==> src/rtl/ssdiv_pkg.sv <==
package ssdiv_pkg;

  typedef struct packed {
    logic [2:0] freq;
    logic       en;
    logic [1:0] rng;
    logic [1:0] cyc;
  } ss_cfg_t;

  function automatic longint unsigned rate_hz(int unsigned code);
    case (code)
      0:       return 64'd16_000_000;
      1:       return 64'd8_000_000;
      2:       return 64'd1_000_000;
      3:       return 64'd500_000;
      4:       return 64'd250_000;
      5:       return 64'd125_000;
      6:       return 64'd62_500;
      default: return 64'd31_250;
    endcase
  endfunction

  function automatic longint unsigned dev_pct(int unsigned code);
    case (code)
      0:       return 64'd5;
      1:       return 64'd15;
      2:       return 64'd24;
      default: return 64'd34;
    endcase
  endfunction

  function automatic longint unsigned sweep_us(int unsigned code);
    case (code)
      0:       return 64'd1980;
      1:       return 64'd1200;
      2:       return 64'd820;
      default: return 64'd660;
    endcase
  endfunction

  function automatic longint unsigned nom_div(longint unsigned ref_hz, int unsigned f);
    longint unsigned d;
    d = ref_hz / rate_hz(f);
    return (d == 0) ? 64'd1 : d;
  endfunction

  function automatic longint unsigned dev_max(longint unsigned ref_hz, int unsigned f,
                                              int unsigned r);
    return nom_div(ref_hz, f) * dev_pct(r) / 64'd100;
  endfunction

  function automatic longint unsigned sweep_cycles(longint unsigned ref_hz, int unsigned c);
    return ref_hz * sweep_us(c) / 64'd1_000_000;
  endfunction

  function automatic longint unsigned step_len(longint unsigned ref_hz, int unsigned f,
                                               int unsigned r, int unsigned c);
    longint unsigned dm, s;
    dm = dev_max(ref_hz, f, r);
    if (dm == 0) return 64'd0;
    s = sweep_cycles(ref_hz, c) / (64'd4 * dm);
    return (s == 0) ? 64'd1 : s;
  endfunction

endpackage

==> src/rtl/ssdiv_cfg.sv <==
module ssdiv_cfg #(
  parameter longint unsigned REF_HZ = 64_000_000,
  parameter int unsigned     DIV_W  = 12,
  parameter int unsigned     STEP_W = 17
) (
  input  logic [2:0]        freq_sel_i,
  input  logic [1:0]        range_sel_i,
  input  logic [1:0]        cycle_sel_i,
  output logic [DIV_W-1:0]  nom_o,
  output logic [DIV_W-1:0]  dev_o,
  output logic [STEP_W-1:0] step_o
);
  import ssdiv_pkg::*;

  logic [DIV_W-1:0]  nom_tab  [8];
  logic [DIV_W-1:0]  dev_tab  [8][4];
  logic [STEP_W-1:0] step_tab [8][4][4];

  for (genvar f = 0; f < 8; f++) begin : g_rate
    assign nom_tab[f] = DIV_W'(nom_div(REF_HZ, f));
    for (genvar r = 0; r < 4; r++) begin : g_rng
      assign dev_tab[f][r] = DIV_W'(dev_max(REF_HZ, f, r));
      for (genvar c = 0; c < 4; c++) begin : g_cyc
        assign step_tab[f][r][c] = STEP_W'(step_len(REF_HZ, f, r, c));
      end
    end
  end

  assign nom_o  = nom_tab[freq_sel_i];
  assign dev_o  = dev_tab[freq_sel_i][range_sel_i];
  assign step_o = step_tab[freq_sel_i][range_sel_i][cycle_sel_i];
endmodule

==> src/rtl/ssdiv_sweep.sv <==
module ssdiv_sweep #(
  parameter int unsigned DIV_W  = 12,
  parameter int unsigned STEP_W = 17
) (
  input  logic              clk_i,
  input  logic              rst_ni,
  input  logic              en_i,
  input  logic              restart_i,
  input  logic [DIV_W-1:0]  dev_i,
  input  logic [STEP_W-1:0] step_i,
  output logic [DIV_W-1:0]  off_o
);
  localparam logic signed [DIV_W:0] ONE = (DIV_W+1)'(1);

  logic signed [DIV_W:0] off_q, dev_s, inc, dec;
  logic                  up_q;
  logic [STEP_W-1:0]     tmr_q;
  logic                  step_now;

  assign dev_s    = $signed({1'b0, dev_i});
  assign inc      = off_q + ONE;
  assign dec      = off_q - ONE;
  assign step_now = (tmr_q >= step_i - STEP_W'(1));

  always_ff @(posedge clk_i or negedge rst_ni) begin
    if (!rst_ni) begin
      off_q <= '0;
      up_q  <= 1'b1;
      tmr_q <= '0;
    end else if (!en_i || restart_i || dev_i == '0) begin
      off_q <= '0;
      up_q  <= 1'b1;
      tmr_q <= '0;
    end else if (step_now) begin
      tmr_q <= '0;
      if (up_q) begin
        off_q <= inc;
        if (inc >= dev_s) up_q <= 1'b0;
      end else begin
        off_q <= dec;
        if (dec <= -dev_s) up_q <= 1'b1;
      end
    end else begin
      tmr_q <= tmr_q + STEP_W'(1);
    end
  end

  // two's complement; magnitude always below 2**(DIV_W-1)
  assign off_o = off_q[DIV_W-1:0];
endmodule

==> src/rtl/ssdiv_count.sv <==
module ssdiv_count #(
  parameter int unsigned DIV_W = 12
) (
  input  logic             clk_i,
  input  logic             rst_ni,
  input  logic [DIV_W-1:0] load_i,
  output logic             wrap_o,
  output logic [DIV_W-1:0] cur_o,
  output logic             tick_o
);
  logic [DIV_W-1:0] cnt_q, div_q;
  logic             tick_q;

  assign wrap_o = (cnt_q >= div_q - DIV_W'(1));

  always_ff @(posedge clk_i or negedge rst_ni) begin
    if (!rst_ni) begin
      cnt_q  <= '0;
      div_q  <= DIV_W'(1);
      tick_q <= 1'b0;
    end else begin
      tick_q <= wrap_o;
      if (wrap_o) begin
        cnt_q <= '0;
        div_q <= load_i;
      end else begin
        cnt_q <= cnt_q + DIV_W'(1);
      end
    end
  end

  assign cur_o  = div_q;
  assign tick_o = tick_q;
endmodule

==> src/rtl/ssdiv_top.sv <==
module ssdiv_top #(
  parameter longint unsigned REF_HZ = 64_000_000
) (
  input  logic       clk_i,
  input  logic       rst_ni,
  input  logic [2:0] freq_sel_i,
  input  logic       spread_en_i,
  input  logic [1:0] range_sel_i,
  input  logic [1:0] cycle_sel_i,
  output logic       tick_o
);
  import ssdiv_pkg::*;

  localparam longint unsigned MAX_DIV  = nom_div(REF_HZ, 7) + dev_max(REF_HZ, 7, 3);
  localparam longint unsigned MAX_STEP = sweep_cycles(REF_HZ, 0);
  localparam int unsigned     DIV_W    = $clog2(MAX_DIV + 1);
  localparam int unsigned     STEP_W   = $clog2(MAX_STEP + 1);

  ss_cfg_t           cfg_w, cfg_q;
  logic              cfg_chg, pend_q, wrap, restart;
  logic [DIV_W-1:0]  nom_div_w, dev_max_w, sweep_off, cur_div, load_div;
  logic [STEP_W-1:0] step_w;

  assign cfg_w   = '{freq: freq_sel_i, en: spread_en_i, rng: range_sel_i, cyc: cycle_sel_i};
  assign cfg_chg = (cfg_w != cfg_q);
  assign restart = wrap & (pend_q | cfg_chg);

  always_ff @(posedge clk_i or negedge rst_ni) begin
    if (!rst_ni) begin
      cfg_q  <= '0;
      pend_q <= 1'b0;
    end else begin
      cfg_q <= cfg_w;
      if (wrap)         pend_q <= 1'b0;
      else if (cfg_chg) pend_q <= 1'b1;
    end
  end

  ssdiv_cfg #(.REF_HZ(REF_HZ), .DIV_W(DIV_W), .STEP_W(STEP_W)) i_cfg (
    .freq_sel_i (freq_sel_i),
    .range_sel_i(range_sel_i),
    .cycle_sel_i(cycle_sel_i),
    .nom_o      (nom_div_w),
    .dev_o      (dev_max_w),
    .step_o     (step_w)
  );

  ssdiv_sweep #(.DIV_W(DIV_W), .STEP_W(STEP_W)) i_sweep (
    .clk_i    (clk_i),
    .rst_ni   (rst_ni),
    .en_i     (spread_en_i),
    .restart_i(restart),
    .dev_i    (dev_max_w),
    .step_i   (step_w),
    .off_o    (sweep_off)
  );

  // modular add is exact: true sum is always in [1, MAX_DIV]
  assign load_div = (restart || !spread_en_i) ? nom_div_w : nom_div_w + sweep_off;

  ssdiv_count #(.DIV_W(DIV_W)) i_count (
    .clk_i (clk_i),
    .rst_ni(rst_ni),
    .load_i(load_div),
    .wrap_o(wrap),
    .cur_o (cur_div),
    .tick_o(tick_o)
  );
endmodule

==> config.mk <==
export PLATFORM = sky130hd
export DESIGN_NAME = ssdiv_top
export DESIGN_NICKNAME = d
export VERILOG_FILES = /design/src/rtl/ssdiv_pkg.sv /design/src/rtl/ssdiv_cfg.sv /design/src/rtl/ssdiv_sweep.sv /design/src/rtl/ssdiv_count.sv /design/src/rtl/ssdiv_top.sv
export SDC_FILE = /design/constraint.sdc
export NUM_CORES = 1
export LEC_CHECK = 0
export BUFFER_PORTS_ARGS = -buffer_cell sky130_fd_sc_hd__buf_2
export CAP_MARGIN = 20
export CORE_ASPECT_RATIO = 1.25
export CORE_MARGIN = 2
export CORE_UTILIZATION = 45
export DETAILED_ROUTE_END_ITERATION = 7
export GPL_TIMING_DRIVEN = 0
export HOLD_SLACK_MARGIN = 0.1
export PLACE_DENSITY = 0.65
export SLEW_MARGIN = 10
export SYNTH_ARGS = -nofsm -noshare
export SYNTH_HDL_FRONTEND = slang
export SYNTH_SLANG_ARGS = --single-unit
==> constraint.sdc <==
create_clock -name clk_i -period 4.5 [get_ports clk_i]
set_clock_uncertainty 0.05 [all_clocks]
set_input_delay 0.675 -clock clk_i [delete_from_list [all_inputs] [get_ports clk_i]]
set_output_delay 0.675 -clock clk_i [all_outputs]
set_load 0.01 [all_outputs]
# Word-level counts from Yosys, hierarchy flattened
# Memory sizes are Yosys's and may differ from the RTL's.
# Index checks and enable logic that the tools add are counted.
classes:
  n_addsub: 8
  magnitude_cmp: 7
  eq_ne: 1
  muxes: 29
  n_bitwise: 5
  n_reduce_logical: 6
op_table:
  columns: ["op", "count"]
  rows:
  - ["$mux W272", 2]
  - ["$bmux W68 S2", 1]
  - ["$mux W68", 2]
  - ["$mux W48", 2]
  - ["$mux W12", 6]
  - ["$mux W17", 4]
  - ["$mux W13", 3]
  - ["$bmux W17 S2", 1]
  - ["$bmux W12 S2", 1]
  - ["$add A17 B1 Y17 const B", 1]
  - ["$ge A17 B17 Y1", 1]
  - ["$sub A17 B1 Y17 const B", 1]
  - ["$add A13 B2 Y13 const B", 1]
  - ["$ge A13 B13 Y1", 1]
  - ["$le A13 B13 Y1", 1]
  - ["$neg A12 Y13", 1]
  - ["$sub A13 B2 Y13 const B", 1]
  - ["$add A12 B1 Y12 const B", 1]
  - ["$add A12 B12 Y12", 1]
  - ["$ge A12 B12 Y1", 1]
  - ["$logic_not A12 Y1", 1]
  - ["$sub A12 B1 Y12 const B", 1]
  - ["$ne A8 B8 Y1", 1]
  - ["$mux W1", 7]
  - ["9 further kinds", 13]
totals:
  reg_bits: 65
  romBits: 2656
  inputBits: 10
  elab_cells: 70
  memories: 3
memory_table:
  columns: ["memory", "depth", "width", "rd", "rd_clocked_by_memory_dff", "write_ports", "line_no", "source"]
  rows:
  - ["(name not given)", 8, 272, 1, 0, 0, "ssdiv_cfg.sv:31", "assign step_o = step_tab[freq_sel_i][range_sel_i][cycle_sel_i];"]
  - ["(name not given)", 8, 48, 1, 0, 0, "ssdiv_cfg.sv:30", "assign dev_o = dev_tab[freq_sel_i][range_sel_i];"]
  - ["(name not given)", 8, 12, 1, 0, 0, "ssdiv_cfg.sv:29", "assign nom_o = nom_tab[freq_sel_i];"]

# Depth between registers and ports, before layout
logic_depth:
  ltp_word: 14
  mapped_depth: 24
  ltp_nobuf: 19

# Cells and area by module
# A second synthesis with hierarchy kept.
hier_totals:
  cells_unflattened: 1125
  area_unflattened_um2: 8664.6
modules_own_cells:
  columns: ["module", "n_inst", "cells_per_inst", "area_each_um2", "seq_area_each_um2"]
  rows:
  - ["ssdiv_sweep", 1, 436, 3533.4, 777.0]
  - ["ssdiv_cfg", 1, 433, 2623.8, 0.0]
  - ["ssdiv_count", 1, 134, 1495.2, 626.9]
  - ["ssdiv_top", 1, 122, 1012.2, 225.2]

# Least setup slack after synthesis
# OpenSTA, ideal clock, no wires.
synth_path:
  kind: "input to register"
  startpoint: "in freq_sel_i[0]"
  endpoint: "reg i_sweep.tmr_q[10]"
  setup_ps: 71
  arrival_time_ps: 5362
  required_ps: 4379
  slack_ps: -983
  stages: 22
  n_path_buf: 6
  cell_sequence: "inv_1 -> ha_1 -> buf_2 -> clkbuf_1 -> nand2_1 -> nand4_1 -> nand4_1 -> o32ai_2 -> ha_1 -> or3b_2 -> buf_2 -> nor4_4 -> mux2i_1 -> ha_1 -> a2111oi_0 -> nor4bb_1 -> a222oi_1 -> clkbuf_1 -> or2_1 -> buf_2 -> buf_2 -> nor2_1"
synth_between:
  elab_chain_cells: 14
  word_cells_on_any_way: 26
synth_lines:
  columns: ["element", "line_no", "source"]
  rows:
  - ["start, declared", "ssdiv_top.sv:6", "input logic [2:0] freq_sel_i,"]
  - ["$not A3 Y4 (implied by the code)", "ssdiv_cfg.sv:30, ssdiv_cfg.sv:31", null]
  - ["$mem_v2 Z8 W272", null, null]
  - ["$mux W272 (implied by the code) (2 in series)", "ssdiv_cfg.sv:31", null]
  - ["$bmux W68 S2", "ssdiv_cfg.sv:31", null]
  - ["$mux W68 (implied by the code) (2 in series)", "ssdiv_cfg.sv:31", null]
  - ["$bmux W17 S2", "ssdiv_cfg.sv:31", null]
  - ["$mux W17 (implied by the code) (2 in series)", "ssdiv_cfg.sv:31", null]
  - ["$sub A17 B1 Y17", "ssdiv_sweep.sv:23", "assign step_now = (tmr_q >= step_i - STEP_W'(1));"]
  - ["$ge A17 B17 Y1", "ssdiv_sweep.sv:23", null]
  - ["$mux W17", "ssdiv_sweep.sv:34", "end else if (step_now) begin"]
  - ["$mux W17 *", "ssdiv_sweep.sv:30", "end else if (!en_i || restart_i || dev_i == '0) begin"]
  - ["end signal, assigned", "ssdiv_sweep.sv:44", "tmr_q <= tmr_q + STEP_W'(1);"]
  - ["end, declared", "ssdiv_sweep.sv:17", "logic [STEP_W-1:0] tmr_q;"]
# Every way passes the cells marked *; elsewhere a longest branch is shown, timed or not. The select of a mux whose other input is x is not followed.
# A chain may end at the register's enable or synchronous reset.

# Final worst setup path
layout_path:
  startpoint: "in freq_sel_i[0]"
  endpoint: "reg i_sweep.off_q[7]"
layout_between:
  elab_chain_cells: 13
  word_cells_on_any_way: 26
layout_lines:
  columns: ["element", "line_no", "source"]
  rows:
  - ["$not A3 Y4 (implied by the code)", "ssdiv_cfg.sv:30, ssdiv_cfg.sv:31", null]
  - ["$mem_v2 Z8 W272", null, null]
  - ["$mux W272 (implied by the code) (2 in series)", "ssdiv_cfg.sv:31", null]
  - ["$bmux W68 S2", "ssdiv_cfg.sv:31", null]
  - ["$mux W68 (implied by the code) (2 in series)", "ssdiv_cfg.sv:31", null]
  - ["$bmux W17 S2", "ssdiv_cfg.sv:31", null]
  - ["$mux W17 (implied by the code) (2 in series)", "ssdiv_cfg.sv:31", null]
  - ["$sub A17 B1 Y17", "ssdiv_sweep.sv:23", null]
  - ["$ge A17 B17 Y1", "ssdiv_sweep.sv:23", null]
  - ["$reduce_bool A2 Y1 (no line)", null, null]
  - ["end signal, assigned", "ssdiv_sweep.sv:37", "off_q <= inc;"]
  - ["end, declared", "ssdiv_sweep.sv:15", "logic signed [DIV_W:0] off_q, dev_s, inc, dec;"]
# Several ways; a longest one is shown, not always the timed one. The select of a mux whose other input is x is not followed.

==> run metrics <==
Area growth syn-to-layout=20.14%; portion of synthesized cell area occupied by the leading cell type=19.50%; CTS tree=built; std cell rows=54; launch point of the worst path=freq_sel_i[0]; Initial DRC Count=1156; ranking of synthesized cells by area=dfrtp_1 (20%), ha_1 (11%), xnor2_1 (5.9%); Logic pwr share=34.7%; startpoint kind of the worst setup timing path=input port; number of clock buffers inserted by TritonCTS=9; share of the yosys chip area belonging to registers=20.15%; total global-route track usage=33.98%; clock sink count=65; actual slew at the worst max-slew pin=842.4 ps; htree depth=3; Die Ht=153.8 um; post-synthesis instance area=0.008083 mm^2; worst slew slack as a fraction of its limit=43.46%; Yosys Warn Count=0; cell at the root of the clock tree=clkbuf_16; hold-fix buffer count after cts=0; pre-CTS setup slack=-2194 ps; ratio of total power to cell area=215.2 mW/mm^2; Max Root-Sink Buffers=2; switching power as a share of total power=35.46%; number of antenna violations at the first check in global routing=0; final slew viol count=0; FF-to-FF End=i_sweep.tmr_q[8]; core footprint=0.01750 mm^2; Avg Cell Area, Syn=7.840 um^2; Crit Reg-Reg Startpoint=i_count.cur_o[4]; maximum resistive drop on vdd=0.1577 mV; most instantiated library cell after synthesis=nor2_1; Starting Density=46.19%; failing checks=setup timing; detailed-placement wirelength estimate=22640 um; fraction of final layout cells sized beyond drive strength 1=20.42%; number of antenna-violating nets in the routed design=0; worst setup path endpoint=i_sweep.off_q[7]; routed wirelength normalized by instance count=24.53 um; critical path class=in2reg; sequential share of power=28.6%; number of diodes added for antenna fixing=0; DR DRC count=0; total count of hold-check failures in the final report=0; final setup margin=-846.3 ps; Non-Filler Cell Area, Final=0.009711 mm^2; Clk pwr share=36.7%; global-route wire length before repair=48170 um; most used flip-flop cell after synthesis=dfrtp_1; overflow left after global routing=0; largest fanout of any net on the critical path=10; gate count of the mapped netlist=1031; number of I/O port buffers=10; worst endpoint required time=4670 ps; routed wire length=32400 um; Net Count, Synth=1113; worst hold slack across all endpoints=168.8 ps; gp weighted congestion=1.069; share of flip-flops with an asynchronous set or reset=100.0%; number of setup violations in the final report=31; maximum frequency from static timing analysis=187.0 MHz; first-pass detailed-route iteration total=6; Cell Int Power=1.349 mW; chip width=123.9 um; Placed Area=0.008578 mm^2; Net Sw Power=0.7410 mW; clock insertion delay at the later pin of the skew report=350 ps; share of the cycle needed by the critical path after routing=118.8%; standby leakage power=4.239 nW; slack of the worst reg-to-reg path=430 ps; largest net degree at the start of global routing=46; count of flip-flops with a built-in enable after synthesis=0; run status=complete, but fails checks; Max Cap Viol=0; library cell occupying the most area in the post-synthesis netlist=dfrtp_1; count of unique library cells instantiated by Yosys=86; worst r2r path cells=15; mean number of vias per cell=6.544; arrival time at the worst endpoint=5520 ps; worst hold path class=in2async; die outline area=0.01906 mm^2; number of ports placed on the die boundary=11; kind of end point of the critical path=register; synthesis-stage register bit count=65; leading cell types by count after synthesis=nor2_1 (95), nand2_1 (84), ha_1 (71); via count of the routed design=8645; power after layout=2.090 mW; net total in the final layout=1174; unrepaired setup endpoints after global routing=yes; Clk pin slew, worst setup/hold paths=60 ps; vias in the first global route=8244; min Tclk post-route=5346 ps
[cell type report]
cell class	instances	area, um^2
Sequential cell	65	1629
Inverter	41	165.2
Fill cell	1688	7789
Timing Repair Buffer	55	464.2
Tap cell	224	280.3
Clock buffer	12	266.5
Multi-Input combinational cell	848	6337
Buffer	72	518.0
Clock inverter	4	50.05
[worst min path at each step]
stage | to | slack [ps] | depth (start not counted) | startpoint
detailed placement | i_count.cur_o[11] | 440 | 2 | i_count.cur_o[11]
global route | i_count.cnt_q[0] | 190 | 1 | rst_ni
floorplan | cfg_q[0] | 330 | 0 | rst_ni
global placement | i_count.cur_o[6] | 440 | 2 | i_count.cur_o[6]
CTS | i_count.cnt_q[0] | 180 | 1 | rst_ni
finish | i_count.cnt_q[0] | 170 | 1 | rst_ni
[power by group through the flow]
stage	Combinational (mW)	Clock [mW]	Sequential, mW
3_5_place_dp	0.588	0	0.608
6_report	0.724	0.768	0.597
5_1_grt	0.760	0.801	0.598
2_1_floorplan	0.401	0	0.606
4_1_cts	0.650	0.773	0.597
3_3_place_gp	0.593	0	0.608
[stage by stage]
stage,instances,TNS (ps),util [%]
after floorplan,1031,-13450,-
after global placement,1265,-62980,48.85
after detailed placement,1266,-63740,49.02
after CTS,1307,-19690,53.63
after global routing,1321,-29870,55.49
final,1321,-24290,55.49
[logic make-up (layout without fill, tap and decap cells)]
| logic type | after synthesis | count (layout) | share of synthesized area (%) |
|---|---|---|---|
| XOR/XNOR | 100 | 100 | 10.84 |
| flip-flops | 65 | 65 | 20.15 |
| buffers and inverters | 118 | 184 | 6.641 |
| AND/OR/NAND/NOR | 395 | 395 | 24.88 |
| AO/OA/AOI/OAI | 247 | 247 | 20.98 |
| adder cells (fa/ha/maj) | 74 | 74 | 11.49 |
| multiplexers | 32 | 32 | 5.031 |
[sequential cells by signal, indices dropped and copies added, names as in the netlist]
name,cells
i_sweep.off_q,13
pend_q,1
i_count.tick_o,1
i_count.cur_o,12
i_count.cnt_q,12
i_sweep.tmr_q,17
cfg_q,8
i_sweep.up_q,1
[critical path, cell delays in order]
cell and delay (ps):
buf_12 90, clkbuf_1 490, nor2b_1 160, o21ai_0 540, a221oi_2 170, o32ai_4 220
nand2_1 130, or3_4 430, or4_4 440, xor2_2 160, ha_1 300, nand4_1 230
nor4_4 320, nor4bb_2 80, a222oi_1 390, buf_4 230, buf_6 130, nor2b_4 150
xnor2_2 110, nor2_1 60
[placed cells by master (no fill, tap or decap), types with 7 or more instances in the layout]
cell type / n
a211oi_1: 7
a21o_1: 15
a21oi_1: 41
a311oi_1: 8
a31oi_1: 11
and2_1: 13
and3_1: 14
buf_2: 28
buf_4: 45
buf_6: 16
clkbuf_1: 16
clkbuf_16: 13
dfrtp_1: 63
ha_1: 64
inv_1: 37
mux2_2: 12
mux2i_1: 14
nand2_1: 75
nand2b_1: 19
nand3_1: 39
nand4_1: 16
nor2_1: 91
nor2b_1: 26
nor3_1: 26
o211ai_1: 13
o21ai_0: 65
or3_1: 10
xnor2_1: 49
xor2_1: 45
[routing by layer]
layer	wire length [um]	vias to the layer above	GRT usage, %	share of wire, %
li1	-	3852	-	-
met1	12690	4107	43.19	39
met2	14560	518	52.09	45
met3	2920	168	6.751	9.0
met4	2225	0	21.32	6.9
met5	0	-	0	0
[what timing repair did]
item                       in CTS  in global routing
cloned                          1                  1
pin swaps                      24                 31
setup buffers                  25                 18
resized for setup              66                 51
setup endpoints to repair      31                 31
No activity file was read; power rests on OpenSTA's default activity.
